**src/rtl/hpi_pkg.sv**
```systemverilog
package hpi_pkg;
  typedef struct packed {
    logic dsp_rx_full;
    logic dsp_tx_empty;
    logic host_rx_full;
    logic host_tx_empty;
  } chan_flags_t;

  localparam chan_flags_t FLAGS_RST = '{default: 1'b0};
endpackage

```
**src/rtl/hpi_ctl_regs.sv**
```systemverilog
module hpi_ctl_regs #(
  parameter int ADDR_W = 2
) (
  input  logic              clk,
  input  logic              rst_n,
  input  logic              clr,
  input  logic              stop_req,
  input  logic              ctl_wr,
  input  logic              ctl_init,
  input  logic              ctl_treq,
  input  logic              ctl_rreq,
  input  logic [ADDR_W-1:0] ctl_mode,
  output logic              init_q,
  output logic              treq_q,
  output logic              rreq_q,
  output logic [ADDR_W-1:0] mode_q,
  output logic              exec
);
  logic              init_n, treq_n, rreq_n;
  logic [ADDR_W-1:0] mode_n;
  logic              cfg_en;

  // command runs in the cycle the init bit is held
  assign exec   = init_q;
  assign cfg_en = clr | ctl_wr;

  always_comb begin
    treq_n = treq_q;
    rreq_n = rreq_q;
    mode_n = mode_q;
    if (clr) begin
      treq_n = 1'b0;
      rreq_n = 1'b0;
      mode_n = '0;
    end else if (ctl_wr) begin
      treq_n = ctl_treq;
      rreq_n = ctl_rreq;
      mode_n = ctl_mode;
    end
    // init lasts one cycle; any reset or stop drops it
    init_n = ctl_wr & ctl_init & ~clr & ~stop_req;
  end

  always_ff @(posedge clk or negedge rst_n) begin
    if (!rst_n) begin
      init_q <= 1'b0;
      treq_q <= 1'b0;
      rreq_q <= 1'b0;
      mode_q <= '0;
    end else begin
      init_q <= init_n;
      if (cfg_en) begin
        treq_q <= treq_n;
        rreq_q <= rreq_n;
        mode_q <= mode_n;
      end
    end
  end

  assert_init_selfclear_R2: assert property (@(posedge clk) disable iff (!rst_n)
    (init_q && !(ctl_wr && ctl_init)) |=> !init_q);

  assert_stop_clears_init_R3: assert property (@(posedge clk) disable iff (!rst_n)
    (clr || stop_req) |=> !init_q);
endmodule

```
**src/rtl/hpi_byte_cnt.sv**
```systemverilog
module hpi_byte_cnt #(
  parameter int ADDR_W = 2
) (
  input  logic              clk,
  input  logic              rst_n,
  input  logic              clr,
  input  logic              exec,
  input  logic [ADDR_W-1:0] mode,
  input  logic              ack,
  output logic [ADDR_W-1:0] cnt,
  output logic              word_done
);
  localparam logic [ADDR_W-1:0] LOW_ADDR = {ADDR_W{1'b1}};

  logic              dma_mode;
  logic              step;
  logic              cnt_en;
  logic [ADDR_W-1:0] cnt_n;

  assign dma_mode  = |mode;
  assign step      = ack & dma_mode & ~exec & ~clr;
  assign word_done = step & (cnt == LOW_ADDR);
  assign cnt_en    = clr | exec | step;

  always_comb begin
    if (clr)            cnt_n = '0;
    else if (exec)      cnt_n = mode;
    else if (word_done) cnt_n = mode;
    else                cnt_n = cnt + 1'b1;
  end

  always_ff @(posedge clk or negedge rst_n) begin
    if (!rst_n)      cnt <= '0;
    else if (cnt_en) cnt <= cnt_n;
  end

  assert_init_load_R8: assert property (@(posedge clk) disable iff (!rst_n)
    (exec && !clr) |=> (cnt == $past(mode)));

  assert_int_ack_ignored_R10: assert property (@(posedge clk) disable iff (!rst_n)
    (!dma_mode && !exec && !clr) |=> $stable(cnt));

  assert_ack_step_R9: assert property (@(posedge clk) disable iff (!rst_n)
    (ack && dma_mode && !exec && !clr && cnt != LOW_ADDR)
      |=> (cnt == ADDR_W'($past(cnt) + 1'b1)));
endmodule

```
**src/rtl/hpi_chan_flags.sv**
```systemverilog
module hpi_chan_flags
  import hpi_pkg::*;
#(
  parameter int ADDR_W = 2
) (
  input  logic              clk,
  input  logic              rst_n,
  input  logic              clr,
  input  logic              exec,
  input  logic              treq,
  input  logic              rreq,
  input  logic [ADDR_W-1:0] mode,
  input  logic              word_done,
  output chan_flags_t       flags,
  output logic              err
);
  chan_flags_t flags_n;
  logic        illegal;
  logic        flg_en;
  logic        err_n;

  assign illegal = (|mode) & treq & rreq;
  assign flg_en  = clr | exec | word_done;
  assign err_n   = exec & illegal & ~clr;

  always_comb begin
    flags_n = flags;
    if (clr) begin
      flags_n = FLAGS_RST;
    end else if (exec) begin
      if (!illegal) begin
        if (rreq) begin
          flags_n.dsp_rx_full   = 1'b0;
          flags_n.host_tx_empty = 1'b1;
        end
        if (treq) begin
          flags_n.dsp_tx_empty  = 1'b1;
          flags_n.host_rx_full  = 1'b0;
        end
      end
    end else if (word_done) begin
      if (rreq) begin
        flags_n.dsp_rx_full   = 1'b1;
        flags_n.host_tx_empty = 1'b0;
      end
      if (treq) begin
        flags_n.host_rx_full  = 1'b1;
        flags_n.dsp_tx_empty  = 1'b0;
      end
    end
  end

  always_ff @(posedge clk or negedge rst_n) begin
    if (!rst_n) begin
      flags <= FLAGS_RST;
      err   <= 1'b0;
    end else begin
      err <= err_n;
      if (flg_en) flags <= flags_n;
    end
  end

  assert_illegal_hold_R11: assert property (@(posedge clk) disable iff (!rst_n)
    (exec && illegal && !clr) |=> ($stable(flags) && err));

  assert_rx_prep_R5: assert property (@(posedge clk) disable iff (!rst_n)
    (exec && rreq && !illegal && !clr) |=> (!flags.dsp_rx_full && flags.host_tx_empty));

  assert_tx_prep_R6: assert property (@(posedge clk) disable iff (!rst_n)
    (exec && treq && !illegal && !clr) |=> (flags.dsp_tx_empty && !flags.host_rx_full));

  assert_reset_wins_R12: assert property (@(posedge clk) disable iff (!rst_n)
    clr |=> (flags == FLAGS_RST && !err));
endmodule

```
**src/rtl/hostport_init_seq.sv**
```systemverilog
module hostport_init_seq
  import hpi_pkg::*;
#(
  parameter int ADDR_W = 2
) (
  input  logic              clk,
  input  logic              rst_n,
  input  logic              soft_rst,
  input  logic              port_rst,
  input  logic              stop_req,
  input  logic              ctl_wr,
  input  logic              ctl_init,
  input  logic              ctl_treq,
  input  logic              ctl_rreq,
  input  logic [ADDR_W-1:0] ctl_mode,
  input  logic              dma_ack,
  output logic              init_flag,
  output logic [ADDR_W-1:0] byte_addr,
  output logic              dsp_rx_full,
  output logic              dsp_tx_empty,
  output logic              host_rx_full,
  output logic              host_tx_empty,
  output logic              init_err
);
  logic              clr;
  logic              treq_q, rreq_q, exec, word_done;
  logic [ADDR_W-1:0] mode_q;
  chan_flags_t       flags;

  assign clr = soft_rst | port_rst;

  hpi_ctl_regs #(.ADDR_W(ADDR_W)) u_regs (
    .clk(clk), .rst_n(rst_n), .clr(clr), .stop_req(stop_req),
    .ctl_wr(ctl_wr), .ctl_init(ctl_init), .ctl_treq(ctl_treq),
    .ctl_rreq(ctl_rreq), .ctl_mode(ctl_mode),
    .init_q(init_flag), .treq_q(treq_q), .rreq_q(rreq_q),
    .mode_q(mode_q), .exec(exec)
  );

  hpi_byte_cnt #(.ADDR_W(ADDR_W)) u_cnt (
    .clk(clk), .rst_n(rst_n), .clr(clr), .exec(exec), .mode(mode_q),
    .ack(dma_ack), .cnt(byte_addr), .word_done(word_done)
  );

  hpi_chan_flags #(.ADDR_W(ADDR_W)) u_flags (
    .clk(clk), .rst_n(rst_n), .clr(clr), .exec(exec), .treq(treq_q),
    .rreq(rreq_q), .mode(mode_q), .word_done(word_done),
    .flags(flags), .err(init_err)
  );

  assign dsp_rx_full   = flags.dsp_rx_full;
  assign dsp_tx_empty  = flags.dsp_tx_empty;
  assign host_rx_full  = flags.host_rx_full;
  assign host_tx_empty = flags.host_tx_empty;
endmodule

```
**config.mk**
```make
export PLATFORM = sky130hd
export DESIGN_NAME = hostport_init_seq
export DESIGN_NICKNAME = d
export VERILOG_FILES = /design/src/rtl/hpi_pkg.sv /design/src/rtl/hpi_ctl_regs.sv /design/src/rtl/hpi_byte_cnt.sv /design/src/rtl/hpi_chan_flags.sv /design/src/rtl/hostport_init_seq.sv
export SDC_FILE = /design/constraint.sdc
export NUM_CORES = 1
export LEC_CHECK = 0
export BUFFER_PORTS_ARGS = -buffer_cell sky130_fd_sc_hd__buf_4
export CORE_MARGIN = 5
export CORE_UTILIZATION = 40
export DETAILED_ROUTE_END_ITERATION = 8
export GPL_ROUTABILITY_DRIVEN = 0
export GPL_TIMING_DRIVEN = 0
export HOLD_SLACK_MARGIN = 0.02
export PLACE_DENSITY = 0.66
export SYNTH_ARGS = -nofsm -noshare
export SYNTH_HDL_FRONTEND = slang
export SYNTH_HIERARCHICAL = 1
export SYNTH_SLANG_ARGS = --single-unit
```
**constraint.sdc**
```tcl
create_clock -name clk -period 1.6 [get_ports clk]
set_input_delay 0.32 -clock clk [delete_from_list [all_inputs] [get_ports clk]]
set_output_delay 0.32 -clock clk [all_outputs]
set_load 0.02 [all_outputs]
```
Yosys cells after proc, flatten, opt, wreduce, memory -nomap -nowiden --
Cells that the tools add are included.
Storage, ports and cells: register bits after elaboration 12, bits of input ports 12, word-level logic and storage cells 57
Cells by class: $add $sub $neg 1, equal/unequal tests 2, mux-type cells 17, bitwise gates (word level) 19, reduce and logical (&&, ||, !) cells 8
Operators by type and width (number):
- 4-bit 2-to-1 mux | 4
- 2-bit 2-to-1 mux | 7
- 1-bit AND | 11
- 4-bit AND reduction | 2
- 1-bit 2-to-1 mux | 6
- 2-bit nonzero test | 3
- 1-bit bitwise OR | 5
- 3-bit by 2-bit inequality test with 1-bit output, second input constant | 1
- 1-bit inverter | 3
- 3-bit nonzero test | 1
- 2-bit by 1-bit adder with 2-bit output, second input constant | 1
- 2-bit == test, second input constant | 1
- 2-bit AND reduction | 1
- 2-bit OR reduction | 1

Longest topological paths before layout --
depth after elaboration 8, gate-level depth with buffers 7, mapped depth without buffers 7

Hierarchy --
The synthesis kept the hierarchy.
Modules (own cells, without submodules):
- hpi_chan_flags | times used 1, cells each 22, area an instance 242.7 um^2
- hpi_ctl_regs | times used 1, cells each 17, area an instance 207.7 um^2
- hpi_byte_cnt | times used 1, cells each 17, area an instance 153.9 um^2
- hostport_init_seq | times used 1, cells each 1, area an instance 6.3 um^2

Worst setup path before layout --
No wires, ideal clock.
path kind input -> register, start in port_rst, end reg, netlist name u_flags/flags[0], library setup time 0.130 ns, data arrival time 1.343 ns, data required time 1.470 ns, path slack 0.126 ns, cell stages on the path 7, path buffers 0, cells stage by stage or2_1 > nor2_1 > nand2_1 > nor2_1 > nand2_1 > o211ai_1 > o21ai_0
On the way: cells in the longest elaborated chain, start to end 6, elaborated cells on any way between the ends 11, classes of those cells eq/ne: 1; mux: 1; bitwise: 6; reduce/logical: 3
Ends and longest elaborated chain:
- start, declared | RTL line hostport_init_seq.sv:9 | input logic port_rst,
- 1-bit bitwise OR * | RTL line hostport_init_seq.sv:30 | assign clr = soft_rst | port_rst;
- 1-bit inverter * | RTL line hpi_byte_cnt.sv:21 | assign step = ack & dma_mode & ~exec & ~clr;
- 1-bit AND * | RTL line hpi_byte_cnt.sv:21
- 1-bit AND * | RTL line hpi_byte_cnt.sv:22 | assign word_done = step & (cnt == LOW_ADDR);
- net word_done | RTL line hostport_init_seq.sv:26 | logic treq_q, rreq_q, exec, word_done;
- 3-bit nonzero test (no source line) or 1-bit bitwise OR (tied branches)
- 4-bit AND reduction (no source line) *
Mark *: on every way through the listed nets, which the timed path passes. The rest lies on a longest branch. A chain may end at the register's enable or synchronous reset.

Final worst setup path --
start reg u_regs.mode_q[0], end reg, netlist name u_flags/flags[1]
On the way: cells in the longest elaborated chain, start to end 7, elaborated cells on any way between the ends 11, classes of those cells eq/ne: 1; bitwise: 7; reduce/logical: 3
Ends and longest elaborated chain:
- start, declared | RTL line hpi_ctl_regs.sv:16 | output logic [ADDR_W-1:0] mode_q,
- start signal, assigned | RTL line hpi_ctl_regs.sv:55 | mode_q <= mode_n;
- 2-bit OR reduction * | RTL line hpi_byte_cnt.sv:20 | assign dma_mode = |mode;
- 1-bit AND * (3 in series) | RTL line hpi_byte_cnt.sv:21
- 1-bit AND * | RTL line hpi_byte_cnt.sv:22
- net word_done | RTL line hostport_init_seq.sv:26
- 3-bit nonzero test (no source line) or 1-bit bitwise OR (tied branches)
- 4-bit AND reduction (no source line) *
Marks and branches as above.

==> impl_metrics.py <==
metrics = {
    "drt": {
        "route.met2.wl_um": 624,
        "routed.top_layer": "met4",
        "wl_met3_um": 86,
        "postRouteAntennaNets": 0,
        "wl_um": 1270,
        "viasPerCell": 5.54,
        "vias": 526,
        "wl_per_cell_um": 13.4,
        "first_pass_iters": 4,
        "drt-met1-wl_um": 546,
        "drc": 0,
        "drt_iter0_markers": 3,
    },
    "synth": {
        "synth.distinct_cells": 24,
        "ys_seq_elements": 12,
        "yosys-top-cells-area": "dfrtp_1 49%, mux2i_1 6.6%, nand2_1 4.3%, a21oi_1 4.1%, nor2_1 3.7%",
        "syn_nets": 70,
        "synthCells": 57,
        "syn_avg_cell_area_um2": 10.7,
        "yosysWarningCount": 6,
        "netlist_area_um2": 611,
        "yosysTopAreaCellShare_pct": 49.2,
        "synth_top_cell_by_area": "dfrtp_1",
        "seq_area_frac_synth_pct": 49.2,
    },
    "job": {
        "cap_violations": 0,
    },
    "grt": {
        "grt_pass1_wl_um": 2290,
        "grt_pass1_vias": 542,
        "gr-total-overflow": 0,
        "grt_usage_pct": 11.9,
        "grt_max_degree": 13,
        "antenna_found_initial": 0,
    },
    "cells_and_area": {
        "diodes": 0,
        "drive_gt1_share_pct": 38.0,
        "area_growth_pct": 31.1,
        "final_area_um2": 801,
        "final_nets": 94,
    },
    "timing": {
        "fin_crit_sh_pct": 94.0,
        "fin_hold_ws_ns": 0.205,
        "slew_headroom_pct": 72.0,
        "tightest_slew_ns": 0.419,
        "drv_slew": 0,
        "period_needed_ns": 1.50,
        "skew_ns": 0.00228,
        "max_freq_ghz": 0.665,
        "finalSetupViolCount": 0,
        "setup_ws_ns": 0.0959,
        "hold_viol_final": 0,
    },
    "placement": {
        "placed_area_um2": 766,
        "dp_hpwl_um": 981,
        "dp_slack_ns": -0.221,
        "port-buffer-count": 18,
    },
    "clock_tree": {
        "numCtsBuffers": 3,
        "clk_latency_ns": 0.26,
        "clock-sinks": 12,
        "tritoncts": "built",
        "postCtsSetupBuffers": 0,
        "cts_buffer_depth": 2,
        "cts.clk_slew.worst_paths_ns": 0.07,
        "cts-root-buf": "clkbuf_4",
        "h-tree-depth": 1,
    },
    "critical_path": {
        "cp-startpoint": "u_regs/mode_q[0]",
        "cp.required_ns": 1.75,
        "worst_ep_arrival_time_ns": 1.65,
        "end_kind": "flop",
        "reg2regPathDepth": 5,
        "worstSetupStartpointType": "flop",
        "crit_fanout": 6,
        "timing.rr.start": "u_regs/mode_q[0]",
        "criticalPathCategory": "flop to flop",
    },
    "die": {
        "die_area_mm2": 0.00241,
        "die_y_um": 49.1,
        "start_util_pct": 41.5,
        "ioPinCount": 20,
        "rows": 14,
        "fp.dieW_um": 49.1,
        "coreArea_mm2": 0.00147,
    },
    "power": {
        "vdd_ir_drop_max_uv": 450,
        "totalPowerFinal_mw": 0.542,
        "p_per_area_mw_per_mm2": 677,
        "p_leak_nw": 0.409,
    },
    "hold_path": {
        "hold_path.class": "input port to flop",
        "holdCritStartpoint": "stop_req",
        "holdPathStages": 2,
    },
    "status": {
        "outcome": "finished, final reports clean",
    },
}
## report_power, final
part           switching [mW]  internal (mW)
registers             0.00755          0.307
clock network          0.0851         0.0867
logic                  0.0249         0.0309
total                   0.118          0.425
## layout make-up
type | instances | area (µm²)
inverters | 1 | 3.75
multi-input cells | 42 | 290
plain buffers | 2 | 18.8
well taps | 16 | 20.0
clock buffers | 3 | 22.5
repair buffers | 19 | 145
flip-flops and latches | 12 | 300
fillers | 156 | 671
## layout by cell type, fill, tap and decap left out, types with 2 or more instances in the layout
cell type,netlist,layout
o21ai_0,2,2
dfrtp_1,12,12
a21oi_1,5,5
mux2i_1,4,4
nand3b_1,2,2
a22o_2,2,2
clkbuf_4,0,3
nand2_1,7,7
buf_4,1,19
nor2_1,6,5
o211ai_1,2,2
## per-layer routing
metal	global-route usage, %	vias to the layer above
li1	-	255
met5	0	-
met4	5.38	0
met2	18.2	16
met3	3.98	2
met1	14.9	253
## registers in the layout, indices dropped and copies added, names as in the netlist
register,count
u_cnt/cnt,2
u_flags/err,1
u_flags/flags,4
u_regs/exec,1
u_regs/mode_q,2
u_regs/rreq_q,1
u_regs/treq_q,1
## repair_timing
item,CTS,global route
gates resized for setup,0,1
hold buffers,1,0
hold endpoints to repair,12,0
endpoints found under the setup margin,0,4
## logic make-up after synthesis
kind of cell | after synthesis | share of synthesized area (%)
buffers and inverters | 3 | 3.69
adders and majority gates | 1 | 2.05
DFF | 12 | 49.2
AOI/OAI and AO/OA | 16 | 19.5
muxes | 4 | 6.56
and+or+nand+nor | 21 | 19.1
## worst max-delay path, stage by stage (launching register included)
cell     delay [ns]
dfrtp_1        0.45
o21ai_1        0.32
nor2_2         0.11
a21oi_1        0.20
a21oi_1        0.07
a22o_2         0.23
## through the flow
stage | utilization, % | cells | setup TNS (ns)
6_report | 54.4 | 95 | 0
5_1_grt | 54.4 | 95 | -0.00444
4_1_cts | 54.3 | 95 | 0
3_5_place_dp | 52.0 | 91 | -0.755
3_3_place_gp | 52.0 | 91 | -0.529
2_1_floorplan | - | 57 | 0
## path summary, 6_finish.rpt
path,slack [ns],to
worst max-delay path,0.1,u_flags/flags[1]
worst min-delay path,0.21,u_regs/exec
worst max register to register,0.1,u_flags/flags[1]
worst min register to register,0.54,u_flags/flags[1]
max in group asynchronous,1.01,u_regs/treq_q
min in group asynchronous,0.44,u_cnt/cnt[0]
## cells in the mapped netlist (all sizes together)
| library cell | instances |
|---|---|
| mux2i | 4 |
| o211ai | 2 |
| a31oi | 1 |
| o2111a | 1 |
| o221ai | 1 |
| inv | 1 |
| o311ai | 1 |
| o21ai | 3 |
| nor3 | 2 |
| a21oi | 5 |
| a22o | 2 |
| dfrtp | 12 |
| nor2 | 6 |
| buf | 2 |
| nand3 | 1 |
| or2 | 1 |
| nor2b | 1 |
| nand2 | 7 |
| nand3b | 2 |
| ha | 1 |
| nor3b | 1 |
(Power assumes the default switching activity.)
